==> src/rtl/opfwd_pkg.sv <==
package opfwd_pkg;

  typedef enum logic [1:0] {
    SRC_REGFILE = 2'b00,
    SRC_MWB     = 2'b01,
    SRC_EXM     = 2'b10
  } opsrc_e;

  // Priority resolve: the younger producer (execute/memory) beats the older one.
  function automatic opsrc_e resolve_src(input logic exm_hit, input logic mwb_hit);
    if (exm_hit)      return SRC_EXM;
    else if (mwb_hit) return SRC_MWB;
    else              return SRC_REGFILE;
  endfunction

endpackage

==> src/rtl/opfwd_regfile.sv <==
module opfwd_regfile #(
  parameter int XLEN = 32,
  parameter int NREG = 32,
  localparam int RIDX = $clog2(NREG)
) (
  input  logic            clk,
  input  logic            rst_n,
  input  logic            wr_en,
  input  logic [RIDX-1:0] wr_addr,
  input  logic [XLEN-1:0] wr_data,
  input  logic [RIDX-1:0] rd_addr1,
  input  logic [RIDX-1:0] rd_addr2,
  output logic [XLEN-1:0] rd_data1,
  output logic [XLEN-1:0] rd_data2
);

  logic [XLEN-1:0] regs [NREG];
  logic            wr_live;

  // A write to register 0 is dropped everywhere.
  assign wr_live = wr_en && (wr_addr != '0);

  always_ff @(posedge clk or negedge rst_n) begin
    if (!rst_n) begin
      for (int i = 0; i < NREG; i++) regs[i] <= '0;
    end else if (wr_live) begin
      regs[wr_addr] <= wr_data;
    end
  end

  // Write-before-read: a same-cycle write is returned to the reader.
  function automatic logic [XLEN-1:0] read_port(input logic [RIDX-1:0] a,
                                                input logic            wl,
                                                input logic [RIDX-1:0] wa,
                                                input logic [XLEN-1:0] wd,
                                                input logic [XLEN-1:0] stored);
    if (a == '0)            return '0;
    else if (wl && wa == a) return wd;
    else                    return stored;
  endfunction

  assign rd_data1 = read_port(rd_addr1, wr_live, wr_addr, wr_data, regs[rd_addr1]);
  assign rd_data2 = read_port(rd_addr2, wr_live, wr_addr, wr_data, regs[rd_addr2]);

  p_same_cycle_r6: assert property (@(posedge clk) disable iff (!rst_n)
    (wr_en && wr_addr != '0 && rd_addr1 == wr_addr) |-> (rd_data1 == wr_data));

  p_zero_reads_r7: assert property (@(posedge clk) disable iff (!rst_n)
    (rd_addr2 == '0) |-> (rd_data2 == '0));

  p_persist_r7: assert property (@(posedge clk) disable iff (!rst_n)
    ($past(rst_n) && $past(wr_en) && $past(wr_addr) != '0 && !wr_en
     && rd_addr1 == $past(wr_addr)) |-> (rd_data1 == $past(wr_data)));

endmodule

==> src/rtl/opfwd_select.sv <==
module opfwd_select
  import opfwd_pkg::*;
#(
  parameter int XLEN = 32,
  parameter int RIDX = 5
) (
  input  logic            clk,
  input  logic            rst_n,
  input  logic [RIDX-1:0] src,
  input  logic [XLEN-1:0] rf_val,
  input  logic [RIDX-1:0] exm_rd,
  input  logic            exm_we,
  input  logic [XLEN-1:0] exm_res,
  input  logic [RIDX-1:0] mwb_rd,
  input  logic            mwb_we,
  input  logic [XLEN-1:0] mwb_res,
  output logic [1:0]      sel,
  output logic [XLEN-1:0] opnd
);

  // Named hit events, visible to the assertions below.
  logic   exm_hit, mwb_hit;
  opsrc_e choice;

  assign exm_hit = exm_we && (exm_rd != '0) && (exm_rd == src);
  assign mwb_hit = mwb_we && (mwb_rd != '0) && (mwb_rd == src);
  assign choice  = resolve_src(exm_hit, mwb_hit);
  assign sel     = choice;

  always_comb begin
    unique case (choice)
      SRC_EXM: opnd = exm_res;
      SRC_MWB: opnd = mwb_res;
      default: opnd = rf_val;
    endcase
  end

  p_exm_value_r1: assert property (@(posedge clk) disable iff (!rst_n)
    (sel == 2'b10) |-> (opnd == exm_res));

  p_mwb_value_r2: assert property (@(posedge clk) disable iff (!rst_n)
    (sel == 2'b01) |-> (opnd == mwb_res));

  p_code_legal_r3: assert property (@(posedge clk) disable iff (!rst_n)
    $onehot0(sel));

  p_younger_wins_r4: assert property (@(posedge clk) disable iff (!rst_n)
    (exm_we && exm_rd == src && mwb_we && mwb_rd == src && src != '0) |-> (sel == 2'b10));

  p_zero_src_r5: assert property (@(posedge clk) disable iff (!rst_n)
    (src == '0) |-> (sel == 2'b00 && opnd == rf_val));

endmodule

==> src/rtl/opfwd_unit.sv <==
module opfwd_unit #(
  parameter int XLEN = 32,
  parameter int NREG = 32,
  localparam int RIDX = $clog2(NREG)
) (
  input  logic            clk,
  input  logic            rst_n,
  input  logic [RIDX-1:0] id_ra1,
  input  logic [RIDX-1:0] id_ra2,
  output logic [XLEN-1:0] id_rv1,
  output logic [XLEN-1:0] id_rv2,
  input  logic [RIDX-1:0] ex_rs1,
  input  logic [RIDX-1:0] ex_rs2,
  input  logic [XLEN-1:0] ex_rf_a,
  input  logic [XLEN-1:0] ex_rf_b,
  input  logic [RIDX-1:0] exm_rd,
  input  logic            exm_we,
  input  logic [XLEN-1:0] exm_res,
  input  logic [RIDX-1:0] mwb_rd,
  input  logic            mwb_we,
  input  logic [XLEN-1:0] mwb_res,
  output logic [XLEN-1:0] op_a,
  output logic [XLEN-1:0] op_b,
  output logic [1:0]      sel_a,
  output logic [1:0]      sel_b
);

  localparam int NOPND = 2;

  logic [RIDX-1:0] src_v  [NOPND];
  logic [XLEN-1:0] rf_v   [NOPND];
  logic [XLEN-1:0] opnd_v [NOPND];
  logic [1:0]      sel_v  [NOPND];

  assign src_v[0] = ex_rs1;
  assign src_v[1] = ex_rs2;
  assign rf_v[0]  = ex_rf_a;
  assign rf_v[1]  = ex_rf_b;

  opfwd_regfile #(.XLEN(XLEN), .NREG(NREG)) u_rf (
    .clk      (clk),
    .rst_n    (rst_n),
    .wr_en    (mwb_we),
    .wr_addr  (mwb_rd),
    .wr_data  (mwb_res),
    .rd_addr1 (id_ra1),
    .rd_addr2 (id_ra2),
    .rd_data1 (id_rv1),
    .rd_data2 (id_rv2)
  );

  for (genvar g = 0; g < NOPND; g++) begin : g_opnd
    opfwd_select #(.XLEN(XLEN), .RIDX(RIDX)) u_sel (
      .clk     (clk),
      .rst_n   (rst_n),
      .src     (src_v[g]),
      .rf_val  (rf_v[g]),
      .exm_rd  (exm_rd),
      .exm_we  (exm_we),
      .exm_res (exm_res),
      .mwb_rd  (mwb_rd),
      .mwb_we  (mwb_we),
      .mwb_res (mwb_res),
      .sel     (sel_v[g]),
      .opnd    (opnd_v[g])
    );
  end

  assign op_a  = opnd_v[0];
  assign op_b  = opnd_v[1];
  assign sel_a = sel_v[0];
  assign sel_b = sel_v[1];

  // The two operands must not influence each other.
  p_indep_r3: assert property (@(posedge clk) disable iff (!rst_n)
    (ex_rs1 == ex_rs2 && ex_rf_a == ex_rf_b) |-> (op_a == op_b && sel_a == sel_b));

endmodule

==> config.mk <==
export PLATFORM = sky130hd
export DESIGN_NAME = opfwd_unit
export DESIGN_NICKNAME = d
export VERILOG_FILES = /design/src/rtl/opfwd_pkg.sv /design/src/rtl/opfwd_regfile.sv /design/src/rtl/opfwd_select.sv /design/src/rtl/opfwd_unit.sv
export SDC_FILE = /design/constraint.sdc
export NUM_CORES = 2
export LEC_CHECK = 0
export ABC_AREA = 1
export BUFFER_PORTS_ARGS = -buffer_cell sky130_fd_sc_hd__buf_2
export CAP_MARGIN = 30
export CORE_UTILIZATION = 45
export CTS_BUF_LIST = sky130_fd_sc_hd__clkbuf_8
export DETAILED_ROUTE_END_ITERATION = 10
export SLEW_MARGIN = 20
export SYNTH_ARGS = -nofsm -noshare
export SYNTH_HDL_FRONTEND = slang
export SYNTH_SLANG_ARGS = --single-unit
export TNS_END_PERCENT = 50
==> constraint.sdc <==
create_clock -name clk -period 3.4 [get_ports clk]
set_clock_uncertainty 0.15 [all_clocks]
set_input_delay 0.17 -clock clk [delete_from_list [all_inputs] [get_ports clk]]
set_output_delay 0.17 -clock clk [all_outputs]
set_load 0.02 [all_outputs]
Word level (Yosys, flattened, before mapping)
Index checks and enable logic that the tools add are counted.
{ "totals": {"reg_bits": 1024, "latchBits": 0, "ramBits": 0, "romBits": 0, "inputBits": 162, "output_inout_bits": 132, "word_cells": 81, "n_memories": 0} }
{ "classes": {"add_sub_neg": 0, "mul": 0, "div": 0, "n_lt_le_gt_ge": 4, "eq_ne": 10, "shift": 0, "n_mux": 19, "bitwise": 3, "n_reduce_logical": 13} }
{ "op_table": {"columns": ["operator", "count"], "rows": [
  ["bitwise mux 1024 bit", 1],
  ["binary-select mux 32 bit (select 5 bit)", 2],
  ["2-to-1 mux 32 bit", 9],
  ["demux 32 bit (select 5 bit)", 1],
  ["one-hot mux 32 bit (2 select lines)", 2],
  ["equality test 5 bit", 6],
  ["greater-or-equal comparator 6 bit (second input constant)", 3],
  ["NOT 5 -> 6 bit", 3],
  ["logical NOT 5 bit", 2],
  ["nonzero test 5 bit", 2],
  ["logical AND 1 bit", 9],
  ["less-than comparator 6 x 1 -> 1 bit (second input constant)", 1],
  ["equality test 2 x 1 -> 1 bit (second input constant)", 2],
  ["equality test 2 bit (second input constant)", 2],
  ["2-to-1 mux 2 bit", 2],
  ["2-to-1 mux 1 bit", 2]
]} }

Logic depth before layout (Yosys ltp)
{ "logic_depth": {"ltp_word": 7, "ltp_mapped": 13, "ltp_nobuf": 10} }

Modules after synthesis
Synthesis repeated with hierarchy kept, for this count alone.
{ "hier_totals": {"hier_cells": 9314, "area_unflattened_um2": 61632.9} }
{ "by_module_without_submodules": {"columns": ["module", "instances", "cells_per_inst", "area_each_um2", "seq_area_each_um2"], "rows": [
  ["opfwd_regfile", 1, 8878, 59545.9, 25624.6],
  ["opfwd_select", 2, 218, 1043.5, 0.0]
]} }

Worst setup path after synthesis
Ideal clock, no wire load.
{ "synth_timing": {"path_type": "input to output", "from": "input mwb_rd[4]", "to": "output id_rv2[11]", "arrival_time_ns": 1.534, "required_time_ns": 3.080, "setup_slack_ns": 1.546, "cell_stages": 6, "n_path_buf": 2, "cell_sequence": "buf_4 > xor2_1 > nor3_2 > nand2_2 > clkbuf_1 > a21oi_1"} }
{ "synth_via": {"elab_chain_cells": 5, "word_cells_on_any_way": 6, "cone_classes": "eq/ne: 1; mux: 2; reduce/logical: 3"} }
{ "synth_rtl": {"columns": ["element", "line_no", "text"], "rows": [
  ["start: declaration", "opfwd_unit.sv:19", "input logic [RIDX-1:0] mwb_rd,"],
  ["nonzero test 5 bit", "opfwd_regfile.sv:21", "assign wr_live = wr_en && (wr_addr != '0);"],
  ["logical AND 1 bit", "opfwd_regfile.sv:21", null],
  ["logical AND 1 bit *", "opfwd_regfile.sv:38", "else if (wl && wa == a) return wd;"],
  ["2-to-1 mux 32 bit *", "opfwd_regfile.sv:38", null],
  ["2-to-1 mux 32 bit *", "opfwd_regfile.sv:37", "if (a == '0) return '0;"],
  ["end: declaration", "opfwd_unit.sv:11", "output logic [XLEN-1:0] id_rv2,"]
]} }
Every way passes the cells marked *; elsewhere a longest branch is shown, timed or not.

Final worst setup path
{ "layout_timing": {"from": "input mwb_rd[2]", "to": "output id_rv1[20]"} }
{ "layout_via": {"elab_chain_cells": 5, "word_cells_on_any_way": 6, "cone_classes": "eq/ne: 1; mux: 2; reduce/logical: 3"} }
{ "layout_rtl": {"columns": ["element", "line_no", "text"], "rows": [
  ["nonzero test 5 bit", "opfwd_regfile.sv:21", null],
  ["logical AND 1 bit", "opfwd_regfile.sv:21", null],
  ["logical AND 1 bit *", "opfwd_regfile.sv:38", null],
  ["2-to-1 mux 32 bit *", "opfwd_regfile.sv:38", null],
  ["2-to-1 mux 32 bit *", "opfwd_regfile.sv:37", null],
  ["end: declaration", "opfwd_unit.sv:10", "output logic [XLEN-1:0] id_rv1,"]
]} }
Marks and branches as above.

==> results list <==
- In the routed layout, each cell is associated on average with a via count of 5.83.
- The root buffer cell chosen for the clock tree is clkbuf_8.
- The clock passes through at most 3 buffers.
- The clock tree synthesis step divided the H-tree into 4 levels.
- Worst IR drop on VDD: 0.427 mV
- Area of the mapped netlist: 61800 µm²
- Antenna violations before repair: 18
- Internal Power: 23.6 mW
- STA classifies the critical path endpoint as an output pin.
- The detail route stage leaves a number of antenna-violating nets equal to 0.
- The first global-routing pass estimated 386000 µm of wire.
- Adder-Cell Fraction of Synth Area: 0
- Counting flops with an async set or reset pin after synthesis yields a share of 1.00.
* Post-synthesis instance total: 9183
- Residual DRC: 0
* Switching power: 12.6 mW
* Final max-slew violation count: 0
* Total setup buffers inserted after CTS: 0
- Core region area: 136000 µm²
* Vias in the first global route: 59800
- Startpoint Class: input port
- The design draws 36.2 mW.
* Remaining global-route overflow: 0
- Worst-Skew Late Latency: 910 ps
- Minimum clock period after layout: 3280 ps
* Path type of the worst setup path: in -> out
- Global routing usage summed across all routing layers: 0.367
- Worst slack, placed: 483 ps
- The share of total power dissipated in combinational logic is 0.243.
* HPWL after DPL: 150000 µm
- In this run, CTS created clock tree buffers numbering 181.
* Clk slew on worst S/H paths: 60 ps
- The count of final hold-check violations came to 0.
* XOR/XNOR share of the synthesized area: 0.00382
- The floorplan step set the die width to 373 µm.
- TritonCTS built the clock tree.
- Utilization after layout: 0.508
- Placer Congestion: 0.901
* Distinct cells, synth: 33
* EDFF count, synth: 0
* Max FFs per register: 1024
* Max transition margin: 0.334
* Static power due to leakage: 35.0 nW
* Cell Count Post-Placement: 10700
* Number of cells in the finished layout apart from fillers: 11100
- Synthesis inferred 1024 register bits.
- Of the total power, the clock network draws 0.322.
* Area delta synth->final: 11.8%
- After detailed placement, the total cell area comes to 64800 µm².
- Pwr per Cell Area: 523 nW/µm²
- Ratio of cells with drive above 1 in the final layout: 0.0950
- Multiplexer area fraction after synthesis: 0
* Pin count of the biggest net entering global routing: 142
- Once layout is done, the placed cells without fillers occupy 69100 µm².
- For this block, the routed nets add up to 259000 µm of wire.
* Largest registers: u_rf.regs: 1024 flops
- 294 I/O pins were placed.
- Finish-stage setup viols: 0
- Endpoint required time on the critical path: 3080 ps
- YS warnings: 0
- Timing would allow up to 0.305 GHz.
- Worst hold margin: 81.9 ps
- The tool flagged a number of max-cap violations equal to 0.
- After floorplanning, the core was divided into 135 placement rows.
- For this run, the leading register cell type out of synthesis is dfrtp_1.
- Wirelength per Cell: 23.4 µm
* Unrepaired setup endpoints after global routing: no
- Floorplan die area: 139000 µm²
* Data arrival time of the critical path: 2960 ps
* Setup_tns: 0 ps
- Port bufs: 293
* Min-Delay Path Class: in -> reg
- Total number of vias: 64600
* Final cycle utilization of the critical path: 0.964
- Number of search-and-repair iterations in the first detailed-routing pass: 7
* Biggest register: u_rf.regs
* Result of the run: completed
* Transition time at the pin with the least slew margin: 1000 ps
- The floorplan step set the die height to 373 µm.
- Number of sinks on the clock net: 1024
- Maximum fanout along the worst path: 26
- Nets@finish: 9310
- Combinational family with the most area after synthesis: simple AND/OR/NAND/NOR gates
- After layout, the worst setup slack is 123 ps.
- Sw Ratio: 0.348
- The detailed router finished its first iteration with 8666 violations.
- For this run, the register share of the synthesized area comes to 0.414.
* Compound-Gate Fraction of Synth Area: 0.127
- Initial Util: 0.455
- Of the total power, registers draw 0.435.
- A synthesized cell averages 6.74 µm².
* Post-synthesis share of cell area spent on and, or, nand and nor gates: 0.338
- Synthesis produced a netlist with a net count of 9345.
==> cell type report <==
type,count,area (µm²)
clock inverter,98,507
tap,1781,2230
fill,13500,66800
sequential,1024,25600
timing repair buffer,585,4950
clock buffer,224,3080
antenna,3,7.51
multi-input combinational,6396,29100
inverter,960,3650
==> per-layer routing <==
metal,GRT usage,wire (µm),vias to the layer above
met1,0.485,102000,30200
met3,0.0847,30700,883
li1,-,-,29400
met2,0.549,111000,4119
met4,0.212,15700,20
met5,0,142,-
==> what timing repair did <==
item / in CTS / in global routing
endpoints found under the hold margin: 1336 / 5
hold buffers: 66 / 2
endpoints found under the setup margin: 0 / 18
gates resized for setup: 0 / 1
==> cell usage after synthesis (4+ instances only) <==
cell | n | share of area
nand2_1 | 2929 | 0.18
nand3_1 | 1663 | 0.13
dfrtp_1 | 1024 | 0.41
o21ai_0 | 1010 | 0.082
inv_1 | 939 | 0.057
clkbuf_1 | 357 | 0.022
buf_2 | 319 | 0.026
nor2_1 | 226 | 0.014
o211ai_1 | 200 | 0.024
o21ai_1 | 134 | 0.011
a21oi_1 | 122 | 0.0099
buf_1 | 82 | 0.0050
or2_2 | 38 | 0.0038
buf_4 | 20 | 0.0024
buf_6 | 17 | 0.0031
xor2_1 | 14 | 0.0020
xnor2_1 | 13 | 0.0018
nand2_4 | 12 | 0.0022
inv_2 | 11 | 0.00067
nand2_2 | 9 | 0.00091
clkbuf_2 | 8 | 0.00065
nor3_4 | 8 | 0.0021
clkinv_1 | 6 | 0.00036
nor2_4 | 4 | 0.00073
==> cells by family after synthesis <==
family,count (synthesis)
buffers and inverters,1763
XOR/XNOR,27
AO/OA/AOI/OAI,1466
AND/OR/NAND/NOR,4903
flip-flops,1024
==> worst paths after layout <==
kind | endpoint | depth (start not counted) | slack (ps) | start
min reg2reg | u_rf.regs[1023] | 0 | 230 | u_rf.regs[1023]
max | id_rv1[20] | 11 | 120 | mwb_rd[2]
max in group asynchronous | u_rf.regs[274] | 4 | 1940 | rst_n
min in group asynchronous | u_rf.regs[7] | 4 | 530 | rst_n
max reg2reg | u_rf.regs[166] | 2 | 2520 | u_rf.regs[166]
min | u_rf.regs[561] | 4 | 80 | mwb_res[17]
==> cell usage in the layout (no fill, tap or decap), types with 6 or more instances in the layout <==
cell and count:
nand2_1 2918, nand3_1 1663, dfrtp_1 1024, o21ai_0 1010, inv_1 1007, buf_2 284
nor2_1 225, clkbuf_8 224, o211ai_1 200, buf_4 143, o21ai_1 134, a21oi_1 122
buf_12 81, dlygate4sd3_1 67, or2_2 38, nand2_4 24, xor2_1 14, clkinv_2 14
xnor2_1 13, inv_2 11, nand2_2 8, nor3_4 8, inv_6 6, clkinvlp_4 6
buf_8 6
==> power groups by stage <==
stage / registers, mW / logic (mW) / clock network [mW]
after floorplan: 15.6 / 6.06 / 0
after global placement: 15.8 / 8.35 / 0
after detailed placement: 15.9 / 8.55 / 0
after CTS: 15.7 / 8.65 / 11.8
after global routing: 16.0 / 9.94 / 12.3
final: 15.7 / 8.79 / 11.7
==> worst max-delay path, cell delays in order <==
cell and delay, ps:
dlygate4sd3_1 530, buf_2 250, nor3_4 380, nand2_1 90, nand2_1 100, nor2_1 80
nand2_4 360, buf_4 280, o21ai_0 120, a21oi_1 340, buf_2 240
(Power assumes the default switching activity.)
